`src/rtl/pqs_pkg.sv`:
```
package pqs_pkg;

  // Per-source state encoding
  localparam logic [1:0] PQ_RST  = 2'b00;
  localparam logic [1:0] PQ_OFF  = 2'b01;
  localparam logic [1:0] PQ_PEND = 2'b10;
  localparam logic [1:0] PQ_QUED = 2'b11;

  // Management page op codes
  localparam int         CODE_W   = 4;
  localparam logic [3:0] CODE_GET = 4'h0;  // load: read only
  localparam logic [3:0] CODE_EOI = 4'h0;  // store: end of interrupt
  localparam logic [1:0] SET_GRP  = 2'b01; // load: code 01xx forces xx

  typedef enum logic [2:0] {
    OP_NONE,
    OP_TRIG,
    OP_EOI,
    OP_GET,
    OP_SET
  } pqs_op_e;

  typedef struct packed {
    pqs_op_e    kind;
    logic [1:0] val;
  } pqs_cmd_t;

endpackage

```
`src/rtl/pqs_decode.sv`:
```
module pqs_decode
  import pqs_pkg::*;
#(
  parameter int SRC_W     = 6,
  parameter int PAGE_BITS = 12
) (
  input  logic                       write,
  input  logic [SRC_W+PAGE_BITS:0]   addr,
  output logic [SRC_W-1:0]           src,
  output pqs_cmd_t                   cmd
);

  logic [CODE_W-1:0] code;
  logic              mgmt;
  logic              unused_low_bits;

  // source above the page bit, op code at the top of the page offset
  assign code            = addr[PAGE_BITS-1 -: CODE_W];
  assign mgmt            = addr[PAGE_BITS];
  assign src             = addr[SRC_W+PAGE_BITS : PAGE_BITS+1];
  assign unused_low_bits = ^addr[PAGE_BITS-CODE_W-1:0];

  always_comb begin
    cmd.kind = OP_NONE;
    cmd.val  = code[1:0];
    if (!mgmt) begin
      // trigger page, any store fires, a load only reads
      cmd.kind = write ? OP_TRIG : OP_GET;
    end else if (write) begin

      cmd.kind = (code == CODE_EOI) ? OP_EOI : OP_NONE;
    end else if (code[3:2] == SET_GRP) begin

      cmd.kind = OP_SET;
    end else begin
      // code GET and unassigned codes read without change
      cmd.kind = OP_GET;
    end
  end

endmodule

```
`src/rtl/pqs_next.sv`:
```
module pqs_next
  import pqs_pkg::*;
(
  input  pqs_cmd_t   cmd,
  input  logic [1:0] cur,
  output logic [1:0] nxt,
  output logic       notify,
  output logic       is_load
);

  always_comb begin
    nxt     = cur;
    notify  = 1'b0;
    is_load = 1'b0;
    unique case (cmd.kind)
      OP_TRIG: begin
        if (cur == PQ_RST) begin
          nxt    = PQ_PEND;
          notify = 1'b1;
        end else if (cur == PQ_PEND) begin
          nxt = PQ_QUED;
        end
      end
      OP_EOI: begin
        if (cur == PQ_PEND) begin
          nxt = PQ_RST;
        end else if (cur == PQ_QUED) begin
          nxt    = PQ_PEND;
          notify = 1'b1;
        end
      end
      OP_GET: is_load = 1'b1;
      OP_SET: begin
        is_load = 1'b1;
        nxt     = cmd.val;
      end
      default: ;
    endcase
  end

  // every event leaves the source pending
  always_comb begin
    if (notify) begin
      notify_to_pending_chk: assert (nxt == PQ_PEND);
    end
  end

endmodule

```
`src/rtl/pqs_ram.sv`:
```
module pqs_ram #(
  parameter int ADDR_W = 6,
  parameter int DATA_W = 2
) (
  input  logic              clk,
  input  logic              we,
  input  logic [ADDR_W-1:0] waddr,
  input  logic [DATA_W-1:0] wdata,
  input  logic [ADDR_W-1:0] raddr,
  output logic [DATA_W-1:0] rdata
);

  localparam int DEPTH = 1 << ADDR_W;

  logic [DATA_W-1:0] mem [DEPTH];

  always_ff @(posedge clk) begin
    if (we) begin
      mem[waddr] <= wdata;
    end
    rdata <= mem[raddr];
  end

endmodule

```
`src/rtl/pqs_ctrl.sv`:
```
module pqs_ctrl
  import pqs_pkg::*;
#(
  parameter int SRC_W     = 6,
  parameter int PAGE_BITS = 12
) (
  input  logic                       clk,
  input  logic                       rst,
  input  logic                       req_valid,
  output logic                       req_ready,
  input  logic                       req_write,
  input  logic [SRC_W+PAGE_BITS:0]   req_addr,
  output logic                       rsp_valid,
  output logic [1:0]                 rsp_pq,
  output logic                       notify_valid,
  input  logic                       notify_ready,
  output logic [SRC_W-1:0]           notify_src
);

  localparam int NSRC = 1 << SRC_W;
  localparam logic [SRC_W-1:0] LAST_SRC = SRC_W'(NSRC - 1);

  // reset sweep
  logic             swept;
  logic [SRC_W-1:0] sweep_cnt;

  // decode
  logic [SRC_W-1:0] d_src;
  pqs_cmd_t         d_cmd;

  // stage 1
  logic             s1_valid;
  logic [SRC_W-1:0] s1_src;
  pqs_cmd_t         s1_cmd;

  // memory ports
  logic             ram_we;
  logic [SRC_W-1:0] ram_waddr;
  logic [1:0]       ram_wdata;
  logic [SRC_W-1:0] ram_raddr;
  logic [1:0]       ram_rdata;

  // bypass of the latest write
  logic             byp_valid;
  logic [SRC_W-1:0] byp_src;
  logic [1:0]       byp_pq;

  logic [1:0]       cur_pq;
  logic [1:0]       nxt_pq;
  logic             nxt_notify;
  logic             nxt_load;
  logic             may_notify;
  logic             stall;
  logic             fire;
  logic             accept;

  pqs_decode #(
    .SRC_W    (SRC_W),
    .PAGE_BITS(PAGE_BITS)
  ) u_decode (
    .write(req_write),
    .addr (req_addr),
    .src  (d_src),
    .cmd  (d_cmd)
  );

  pqs_ram #(
    .ADDR_W(SRC_W),
    .DATA_W(2)
  ) u_ram (
    .clk  (clk),
    .we   (ram_we),
    .waddr(ram_waddr),
    .wdata(ram_wdata),
    .raddr(ram_raddr),
    .rdata(ram_rdata)
  );

  pqs_next u_next (
    .cmd    (s1_cmd),
    .cur    (cur_pq),
    .nxt    (nxt_pq),
    .notify (nxt_notify),
    .is_load(nxt_load)
  );

  // the latest write wins over the memory read
  assign cur_pq = (byp_valid && (byp_src == s1_src)) ? byp_pq : ram_rdata;

  // hold stage 1 if it may need the notify slot while it is occupied
  assign may_notify = s1_cmd.kind inside {OP_TRIG, OP_EOI};
  assign stall      = s1_valid && may_notify && notify_valid && !notify_ready;
  assign fire       = s1_valid && !stall;
  assign req_ready  = swept && !stall;
  assign accept     = req_valid && req_ready;

  assign ram_raddr  = stall ? s1_src : d_src;
  assign ram_we     = !swept || fire;
  assign ram_waddr  = swept ? s1_src : sweep_cnt;
  assign ram_wdata  = swept ? nxt_pq : PQ_OFF;

  // one entry per cycle set to off
  always_ff @(posedge clk) begin
    if (rst) begin
      sweep_cnt <= '0;
      swept     <= 1'b0;
    end else if (!swept) begin
      sweep_cnt <= sweep_cnt + 1'b1;
      if (sweep_cnt == LAST_SRC) begin
        swept <= 1'b1;
      end
    end
  end

  always_ff @(posedge clk) begin
    if (rst) begin
      s1_valid <= 1'b0;
      s1_src   <= '0;
      s1_cmd   <= '{kind: OP_NONE, val: 2'b00};
    end else if (!stall) begin
      s1_valid <= accept && (d_cmd.kind != OP_NONE);
      s1_src   <= d_src;
      s1_cmd   <= d_cmd;
    end
  end

  always_ff @(posedge clk) begin
    if (rst) begin
      byp_valid <= 1'b0;
      byp_src   <= '0;
      byp_pq    <= PQ_OFF;
    end else if (fire) begin
      byp_valid <= 1'b1;
      byp_src   <= s1_src;
      byp_pq    <= nxt_pq;
    end
  end


  always_ff @(posedge clk) begin
    if (rst) begin
      rsp_valid <= 1'b0;
      rsp_pq    <= PQ_RST;
    end else begin
      rsp_valid <= fire && nxt_load;
      if (fire) begin
        rsp_pq <= cur_pq;
      end
    end
  end


  always_ff @(posedge clk) begin
    if (rst) begin
      notify_valid <= 1'b0;
      notify_src   <= '0;
    end else begin
      if (notify_valid && notify_ready) begin
        notify_valid <= 1'b0;
      end
      if (fire && nxt_notify) begin
        notify_valid <= 1'b1;
        notify_src   <= s1_src;
      end
    end
  end


  notify_hold_chk: assert property (@(posedge clk) disable iff (rst)
    (notify_valid && !notify_ready) |=> (notify_valid && $stable(notify_src)));


  sweep_idle_chk: assert property (@(posedge clk) disable iff (rst)
    !swept |-> (!rsp_valid && !notify_valid && !s1_valid));


  stall_hold_chk: assert property (@(posedge clk) disable iff (rst)
    stall |=> (s1_valid && $stable(s1_src) && $stable(s1_cmd)));


  rsp_origin_chk: assert property (@(posedge clk) disable iff (rst)
    rsp_valid |-> $past(s1_valid));

endmodule

```
`config.mk`:
```
export PLATFORM = sky130hd
export DESIGN_NAME = pqs_ctrl
export DESIGN_NICKNAME = d
export VERILOG_FILES = /design/src/rtl/pqs_pkg.sv /design/src/rtl/pqs_decode.sv /design/src/rtl/pqs_next.sv /design/src/rtl/pqs_ram.sv /design/src/rtl/pqs_ctrl.sv
export SDC_FILE = /design/constraint.sdc
export NUM_CORES = 1
export LEC_CHECK = 0
export BUFFER_PORTS_ARGS = -buffer_cell sky130_fd_sc_hd__buf_2
export CORE_ASPECT_RATIO = 1.5
export CORE_MARGIN = 3
export CORE_UTILIZATION = 29
export CTS_CLUSTER_DIAMETER = 40
export DETAILED_ROUTE_END_ITERATION = 10
export GPL_TIMING_DRIVEN = 0
export PLACE_DENSITY = 0.51
export SYNTH_ARGS = -nofsm -noshare
export SYNTH_HDL_FRONTEND = slang
export SYNTH_HIERARCHICAL = 1
export SYNTH_SLANG_ARGS = --single-unit
```
`constraint.sdc`:
```
create_clock -name clk -period 5.3 [get_ports clk]
set_input_delay 1.06 -clock clk [delete_from_list [all_inputs] [get_ports clk]]
set_output_delay 1.06 -clock clk [all_outputs]
set_load 0.005 [all_outputs]
```
* Word level (Yosys, flattened, before mapping)
Memories as Yosys holds them, arrays and structs flattened. A register that Yosys moved wholly into a read port is not among the register bits. Index checks and enable logic that the tools add are counted. Widths: inputs -> output; s select.
Cells by class: add/subtract/negate cells 1, eq/ne operators 9, multiplexer cells 25, reductions and logical operators 21
Operators with widths (count):
- $mux 2 | 8
- $mux 6 | 2
- $logic_and 1x1->1 | 11
- $mux 1 | 10
- $mux 3 | 3
- $add 6x1->6 const B | 1
- $eq 3x2->1 const B | 2
- $eq 6x6->1 | 1
- $eq 6x6->1 const B | 1
- $pmux 2 s3 | 1
- $eq 2x2->1 const B | 2
- $logic_not 4->1 | 1
- $reduce_bool 2->1 | 2
- $eq 3x1->1 const B | 1
- $eq 3x3->1 const B | 1
- $logic_not 1->1 | 3
- $reduce_bool 3->1 | 1
- $eq 2x1->1 const B | 1
- $logic_not 2->1 | 1
- $pmux 1 s2 | 1
- $reduce_or 2->1 | 1
- $logic_or 1x1->1 | 1
Word-level totals: bits in registers 38, RAM bits 128, input bits 24, output and inout bits 11, word-level logic and storage cells 70, memories kept 1
Memory list:
- u_ram.mem | depth 64, width 2, read ports 1, clocked after Yosys merged registers in 1, write ports 1, RTL line pqs_ram.sv:15 | logic [DATA_W-1:0] mem [DEPTH];

* Depth between registers and ports, before layout
Gate-level depths: netlist of run 1.
depth after elaboration 10, depth in mapped cells 10, depth with buffers taken out 10

* Hierarchy
The synthesis of run 1 kept the hierarchy.
Modules (own cells, without submodules):
- pqs_ram | instances 1, cells an instance 324, area an instance 5397.7 um^2
- pqs_ctrl | instances 1, cells an instance 164, area an instance 1642.8 um^2
- pqs_next | instances 1, cells an instance 22, area an instance 135.1 um^2
- pqs_decode | instances 1, cells an instance 14, area an instance 108.9 um^2

* Worst setup path after synthesis of run 1
OpenSTA, ideal clock, no wires.
path type input to register, start point in notify_ready, end point reg u_ram.rdata[0], read port of u_ram.mem, library setup time 0.120 ns, arrival time 3.116 ns, data required time 5.180 ns, slack 2.065 ns, cell stages on the path 10, buffers on the path 2, cells stage by stage nor3b_2 nand3_2 mux2_2 buf_6 buf_6 mux4_2 a22oi_1 a21o_1 a21oi_1 a211o_1
Between the ends: longest elaborated chain between the ends 3
Ends and longest elaborated chain:
- start, declared | RTL line pqs_ctrl.sv:16 | input logic notify_ready,
- $logic_not 1->1 | RTL line pqs_ctrl.sv:92 | assign stall = s1_valid && may_notify && notify_valid && !notify_ready;
- $logic_and 1x1->1 | RTL line pqs_ctrl.sv:92
- $mux 6
- via ram_raddr[0] | RTL line pqs_ctrl.sv:40 | logic [SRC_W-1:0] ram_raddr;
- end, declared | RTL line pqs_ram.sv:10 | output logic [DATA_W-1:0] rdata
The timed path passes the listed nets, and every way through them passes these cells. A chain may end at the register's enable or synchronous reset.

* Worst setup path after layout of run 1
Ends and elaborated chain as after synthesis.

==> results of run 1 <==
[layer usage]
| layer | share of wire, % | global-route usage, % | wire length (microns) | vias to the layer above |
|---|---|---|---|---|
| li1 | - | - | - | 2025 |
| met1 | 38 | 14.05 | 6478 | 2174 |
| met2 | 55 | 23.72 | 9326 | 123 |
| met3 | 4.1 | 1.960 | 695 | 30 |
| met4 | 3.4 | 6.628 | 576 | 0 |
| met5 | 0 | 0 | 0 | - |
[layout make-up]
type | count | area, sq um | area share [%]
inverter | 7 | 26.28 | 0.3114
sequential | 168 | 4644 | 55.05
clock buffer | 24 | 545.5 | 6.466
multi-input combinational | 314 | 2407 | 28.53
clock inverter | 8 | 55.05 | 0.6525
timing repair buffer | 21 | 142.6 | 1.691
buffer | 35 | 210.2 | 2.491
tap | 324 | 405.4 | 4.805
[metrics by stage]
stage	total power (W)	setup WS [ns]	cells	hold WS, ns	utilization [%]
floorplan	0.001558	2.065	524	0.4400	-
global placement	0.001610	1.185	867	0.4528	31.74
detailed placement	0.001612	1.485	869	0.4739	31.95
CTS	0.002848	1.927	901	0.4899	34.40
global route	0.002911	1.652	901	0.5166	34.40
finish	0.002812	1.915	901	0.4861	34.40
[kinds of logic (layout without fill, tap and decap cells)]
family,after synthesis,after routing
and+or+nand+nor,185,185
DFF,168,168
muxes,64,64
AOI/OAI and AO/OA,53,53
buffers and inverters,42,95
xor gates and xnor gates,11,11
adders and majority gates,1,1
[sequential cells by signal, summed over array words and instances (netlist names)]
name          count
u_ram/mem       128
byp_src           6
notify_src        6
s1_src            6
sweep_cnt         6
s1_cmd            5
byp_pq            2
rsp_pq            2
u_ram/rdata       2
byp_valid         1
notify_valid      1
rsp_valid         1
s1_valid          1
swept             1
[power breakdown]
part	internal (W)	leakage (nW)	switching, W
clock network	0.000723	0.300	0.000504
registers	0.00141	1.48	0.0000107
logic	0.0000658	1.02	0.0000985
[synthesized netlist by cell type, types with 2 or more instances]
| library cell | n | share of area [%] |
|---|---|---|
| a211o_1 | 3 | 0.36 |
| a211oi_1 | 5 | 0.52 |
| a21o_1 | 3 | 0.31 |
| a21oi_1 | 7 | 0.48 |
| a22o_1 | 2 | 0.24 |
| a22oi_1 | 6 | 0.62 |
| a311oi_1 | 3 | 0.36 |
| a31oi_1 | 2 | 0.17 |
| and2_1 | 3 | 0.26 |
| and3_1 | 2 | 0.17 |
| buf_2 | 3 | 0.21 |
| buf_4 | 10 | 1.0 |
| buf_6 | 5 | 0.77 |
| clkbuf_1 | 16 | 0.82 |
| dfxtp_1 | 40 | 11 |
| edfxtp_1 | 128 | 53 |
| inv_1 | 7 | 0.36 |
| mux2_2 | 9 | 1.4 |
| mux2_4 | 3 | 0.62 |
| mux2i_1 | 23 | 3.2 |
| mux4_2 | 29 | 9.0 |
| nand2_1 | 22 | 1.1 |
| nand2b_1 | 5 | 0.43 |
| nand3_1 | 10 | 0.69 |
| nand3b_1 | 4 | 0.41 |
| nand4_1 | 3 | 0.26 |
| nand4b_1 | 2 | 0.24 |
| nor2_1 | 100 | 5.2 |
| nor2b_1 | 16 | 1.4 |
| nor3_1 | 4 | 0.27 |
| nor3b_1 | 2 | 0.21 |
| o21ai_0 | 8 | 0.55 |
| o31a_1 | 2 | 0.24 |
| o31ai_1 | 2 | 0.21 |
| or3_1 | 2 | 0.17 |
| or4b_1 | 2 | 0.27 |
| xnor2_1 | 7 | 0.84 |
| xor2_1 | 3 | 0.36 |
[worst paths after layout]
| path | start | endpoint | slack, ns | depth (start not counted) |
|---|---|---|---|---|
| max | notify_ready | u_ram/rdata[0] | 1.91 | 9 |
| min | byp_valid | byp_valid | 0.49 | 2 |
| max reg2reg | s1_src[2] | u_ram/mem[49][0] | 1.92 | 8 |
| min reg2reg | byp_valid | byp_valid | 0.49 | 2 |
[tightest hold or removal path, delay by kind of cell (launching register included)]
family / cells / cell delay, ns
DFF: 1 / 0.33
and+or+nand+nor: 2 / 0.12
==> flow_summary_export.csv, run 1 <==
group,metric,value,unit
route,first_pass_iters,4,
die,dieHeight,200.1,microns
synth,synth_top_family_by_area,"multiplexers",
die,initial_core_util,29.70,%
die,die-area,27100,sq um
synth,synthXorXnorAreaFrac,1.426,%
timing,tightest_slew,0.8193,ns
cts,post_cts_buffers,0,
final_layout,layout_commonest_cell,"edfxtp_1",
cts,numCtsBuffers,17,
final_layout,layout_common_cells,"edfxtp_1 (128), nor2_1 (100), dfxtp_1 (40), mux4_2 (29), mux2i_1 (23)",
setup_path,required,5.60,ns
cts,cts_tree,"done",
timing,fin_crit,3.385,ns
timing,rsz0062_at_grt,"no",
outcome,outcome,"completed",
global_routing,grt_max_degree,41,
cts,cts_buffer_depth,2,
timing,setup_tns,0,ns
setup_path,worst_path_largest_cell_delay,0.63,ns
route,first_iter_violations,274,
placed_design,placed_area,7836,sq um
timing,slew_viol_final,0,
die,rows,70,
synth,synth_edf_count,128,
synth,synth_area,7284,sq um
die,core,24520,sq um
placed_design,hpwlAfterDp,12150,microns
setup_path,crit_family,"buffers and inverters",
final_layout,fin_area,8437,sq um
global_routing,grt_pass1_wl,26240,microns
placed_design,io_buffers,19,
route,viasPerCell,4.830,
final_layout,fill_cells,2417,
final_layout,syn_to_final_growth,15.82,%
route,ant_nets,0,
synth,async_flop_share,0,%
route,vias,4352,
global_routing,grt_pass1_vias,4572,
timing,fin_crit_sh,63.88,%
pwr,peakVddDrop,227.8,uV
setup_path,start_kind,"input pin",
job,max_cap_violations,0,
placed_design,gp_congestion,0.7998,
synth,syn_avg_cell_area,13.90,sq um
synth,ys_seq_area_share,63.76,%
setup_path,crit_slowest_cell,"clkbuf_1",
setup_path,critical_path_class,"input pin to flop",
cts,cts_num_sinks,168,
synth,synthMuxAreaShare,14.14,%
cts,ctsHoldBuffers,0,
setup_path,cp_max_fo,10,
route,postRouteWirelength,17080,microns
cts,htree_levels,4,
global_routing,overflow,0,
min_path,hold_path.class,"flop to flop",
setup_path,critPathBufInv,2,
timing,setup_viol,0,
timing,fmax,295.4,MHz
timing,fin_skew,0.008190,ns
cts,ctsResizeCount,0,
setup_path,crit_chain,"buf_2 -> nor3b_2 -> nand3_2 -> mux2_2 -> clkbuf_1 -> mux4_2 -> a22oi_1 -> a21oi_1 -> a211o_1",
synth,ys_ff_latch,168,
route,wl_per_cell,18.95,microns
synth,synth_fa_ha_area_share,0.1718,%
final_layout,drive_gt1_share,20.62,%
synth,synthFlopType,"edfxtp_1",
cts,clock_latency,0.43,ns
final_layout,diodes,0,
synth,synthCells,524,
timing,hold_violations,0,
cts,clk_pin_slew,0.06,ns
synth,synth_cell_types,59,
final_layout,fin_nets,589,
timing,relSlewSlack,45.38,%
cts,cts-root-buf,"clkbuf_16",
synth,syn_nets,549,
pwr,leakage,2.797,nW
setup_path,end_kind,"flop",
synth,ys_warn_count,6,
route,drc_errors,0,
synth,synth_compound_area_share,5.136,%
global_routing,antenna_found_initial,0,
synth,synthSimpleGateAreaFrac,12.13,%
pwr,powerDensity,333.3,nW/um^2
die,design.portCount,35,
die,die_w,135.4,microns
global_routing,grt_use_total,12.89,%
setup_path,cp.arrival,3.69,ns
Power figures use the tool's default switching activity.
==> run 2, diff against run 1 <==
--- a/config.mk
+++ b/config.mk
@@ -5,6 +5,7 @@
 export SDC_FILE = /design/constraint.sdc
 export NUM_CORES = 1
 export LEC_CHECK = 0
+export ABC_AREA = 1
 export BUFFER_PORTS_ARGS = -buffer_cell sky130_fd_sc_hd__buf_2
 export CORE_ASPECT_RATIO = 1.5
 export CORE_MARGIN = 3
==> constraint.sdc (replaced) <==
create_clock -name clk -period 3.5 [get_ports clk]
set_input_delay 0.7 -clock clk [delete_from_list [all_inputs] [get_ports clk]]
set_output_delay 0.7 -clock clk [all_outputs]
set_load 0.005 [all_outputs]
==> flow_summary_export.csv, run 2 <==
group,metric,value,unit
outcome,outcome,"completed",
setup_path,reg2reg_slack,0.63,ns
timing,fin_crit,2.873,ns
timing,tightest_slew,0.8303,ns
timing,slew_viol_final,0,
placed_design,gp_congestion,0.8540,
pwr,p_sw_share,23.29,%
final_layout,top_register,"u_ram/mem",
global_routing,grt_use_total,15.05,%
cts,htree_levels,4,
synth,synth_cell_types,29,
setup_path,critical_path_class,"flop to flop",
global_routing,grt_pass1_wl,32350,microns
placed_design,io_buffers,20,
min_path,hold_depth,2,
pwr,peakVddDrop,295.0,uV
setup_path,crit_slowest_cell,"or2_4",
setup_path,start_kind,"flop",
route,postRouteWirelength,21050,microns
synth,async_flop_share,0,%
pwr,internal_power,0.003243,W
final_layout,syn_to_final_growth,14.47,%
pwr,leakage,3.326,nW
setup_path,required,3.62,ns
synth,synth_edf_count,128,
cts,cts-root-buf,"clkbuf_16",
synth,ys_ff_latch,168,
timing,fin_crit_sh,82.08,%
pwr,switchingPower,0.0009846,W
setup_path,r2r_start,"s1_src[0]",
synth,yosys.area.top_type,"edfxtp_1",
synth,synthTopCellsByCount,"nand2_1 (235), edfxtp_1 (128), nand3_1 (127)",
setup_path,cp_max_fo,64,
die,dieHeight,204.4,microns
die,die-area,28260,sq um
job,max_cap_violations,0,
placed_design,placed_area,8147,sq um
setup_path,critPathBufInv,1,
route,wl_per_cell,17.44,microns
die,design.portCount,35,
synth,synth_most_common_cell,"nand2_1",
global_routing,grt_max_degree,65,
final_layout,largest_reg_flops,128,
pwr,powerDensity,485.3,nW/um^2
final_layout,drive_gt1_share,12.93,%
pwr,pwr-share-seq,50.9,%
route,first_iter_violations,273,
pwr,power.share.clock,42.0,%
final_layout,fill_cells,2635,
min_path,min_from,"notify_src[0]",
synth,synthCells,821,
timing,setup_tns,0,ns
global_routing,antenna_found_initial,0,
placed_design,hpwlAfterDp,14720,microns
setup_path,crit_family,"simple AND/OR/NAND/NOR gates",
die,initial_core_util,29.43,%
cts,cts_tree,"done",
min_path,hold_path.class,"flop to flop",
die,die_w,138.3,microns
setup_path,rr_worst_depth,13,
final_layout,layout_common_cells,"nand2_1 (235), edfxtp_1 (128), nand3_1 (127), nor2_1 (96), inv_1 (47)",
die,core,25850,sq um
timing,fmax,348.1,MHz
synth,synth_area,7610,sq um
pwr,comb_power_share,7.1,%
synth,ys_seq_area_share,61.03,%
setup_path,worst_path_largest_cell_delay,0.59,ns
setup_path,cp.arrival,2.99,ns
route,first_pass_iters,5,
synth,syn_avg_cell_area,9.269,sq um
route,drc_errors,0,
synth,synthFlopType,"edfxtp_1",
global_routing,overflow,0,
cts,numCtsBuffers,17,
route,ant_nets,0,
timing,setup_viol,0,
timing,relSlewSlack,44.48,%
global_routing,grt_pass1_vias,5837,
cts,clk_pin_slew,0.06,ns
pwr,finalPower,0.004228,W
setup_path,crit_top_cell,"nand2_1",
timing,fin_skew,0.01151,ns
synth,synth_top_cell_area_share,50.51,%
setup_path,end_kind,"flop",
placed_design,pre_cts_slack,0.2244,ns
timing,hold_violations,0,
final_layout,fin_nets,886,
timing,fin_ws,0.6273,ns
timing,whs,0.4661,ns
synth,syn_nets,846,
synth,netlist_top_cells_area,"edfxtp_1 (51%), nand2_1 (12%), dfxtp_1 (11%), nand3_1 (8.4%), nor2_1 (4.7%)",
final_layout,diodes,0,
setup_path,crit_chain,"inv_1 -> nand2_1 -> nand2_1 -> nor2_1 -> nand2_1 -> o21ai_0 -> nand2_1 -> nor2_1 -> nand3_1 -> nand2_1 -> nor2_1 -> nand2_1 -> or2_4",
cts,cts_num_sinks,168,
timing,rsz0062_at_grt,"no",
cts,ctsHoldBuffers,0,
cts,cts_buffer_depth,2,
die,rows,72,
route,viasPerCell,4.783,
final_layout,layout_commonest_cell,"nand2_1",
synth,ys_warn_count,6,
min_path,whs_endpoint,"notify_src[0]",
route,vias,5773,
final_layout,fin_area,8711,sq um
setup_path,r2r-end,"u_ram/mem[13][0]",
cts,clock_latency,0.42,ns
-- run 2: cell types whose count changed in the layout (fill, tap and decap cells not counted), moves of 9 or more --
cell     change
a21oi_1     +16
buf_2       +12
inv_1       +39
mux2_2       -9
mux2i_1     -23
mux4_2      -29
nand2_1    +213
nand3_1    +117
nor2b_1     -16
o21ai_0     +19
-- run 2: power groups by stage --
| stage | sequential [W] | combinational (W) | clock, W |
|---|---|---|---|
| CTS | 0.00215 | 0.000302 | 0.00182 |
| detailed placement | 0.00220 | 0.000301 | 0 |
| global route | 0.00215 | 0.000334 | 0.00188 |
| finish | 0.00215 | 0.000300 | 0.00178 |
| global placement | 0.00220 | 0.000299 | 0 |
| floorplan | 0.00219 | 0.000198 | 0 |
-- run 2: worst register-to-register path, stage by stage (launching register included) --
cell,delay [ns]
dfxtp_1,0.46
inv_1,0.12
nand2_1,0.09
nand2_1,0.06
nor2_1,0.14
nand2_1,0.07
o21ai_0,0.29
nand2_1,0.19
nor2_1,0.19
nand3_1,0.09
nand2_1,0.10
nor2_1,0.04
nand2_1,0.08
or2_4,0.59
-- run 2: stage by stage --
stage,util (%),std cells
after floorplan,-,821
after global placement,31.43,1174
after detailed placement,31.51,1175
after CTS,33.68,1207
after global routing,33.69,1207
final,33.69,1207
-- run 2: metal layers --
metal  part of all wire [%]  track usage (%)  routed length (microns)  vias to the layer above
li1                       -                -                        -                     2836
met5                      0                0                        0                        -
met2                     55            28.98                    11650                      109
met1                     38            15.41                     7952                     2786
met3                    2.9            2.528                      602                       42
met4                    4.0            7.945                      852                        0
-- run 2: cell type report --
cell class	instances	area (sq um)	share of cell area [%]
plain buffers	44	299.0	3.433
clock buffers	23	501.7	5.760
clock inverters	9	60.06	0.6895
inverters	54	202.7	2.327
multi-input cells	555	2466	28.31
flip-flops and latches	168	4644	53.32
well taps	333	416.7	4.783
repair buffers	21	120.1	1.379
-- run 2: logic make-up (layout without fill, tap and decap cells) --
| group | after synthesis | count (layout) | synth area share, % |
|---|---|---|---|
| compound gates | 55 | 55 | 3.848 |
| buf+inv | 98 | 151 | 6.593 |
| flops | 168 | 168 | 61.03 |
| simple gates | 499 | 499 | 28.36 |
| fa+ha+maj | 1 | 1 | 0.1644 |
-- run 2: repair_timing --
action / in CTS / in global routing
resized for setup: 0 / 1
setup buffers: 0 / 0
setup endpoints to repair: 0 / 64
hold endpoints to repair: 0 / 0
-- run 2: worst max path at each step --
stage	startpoint	to	slack [ns]	cells after the start
finish	s1_src[0]	u_ram/mem[13][0]	0.63	13
global route	s1_src[0]	u_ram/mem[1][0]	0.36	13
CTS	s1_src[0]	u_ram/mem[3][0]	0.19	13
detailed placement	s1_src[0]	u_ram/mem[0][0]	0.22	13
global placement	s1_src[2]	u_ram/mem[1][1]	-0.40	14
floorplan	s1_src[4]	u_ram/mem[0][1]	1.10	14
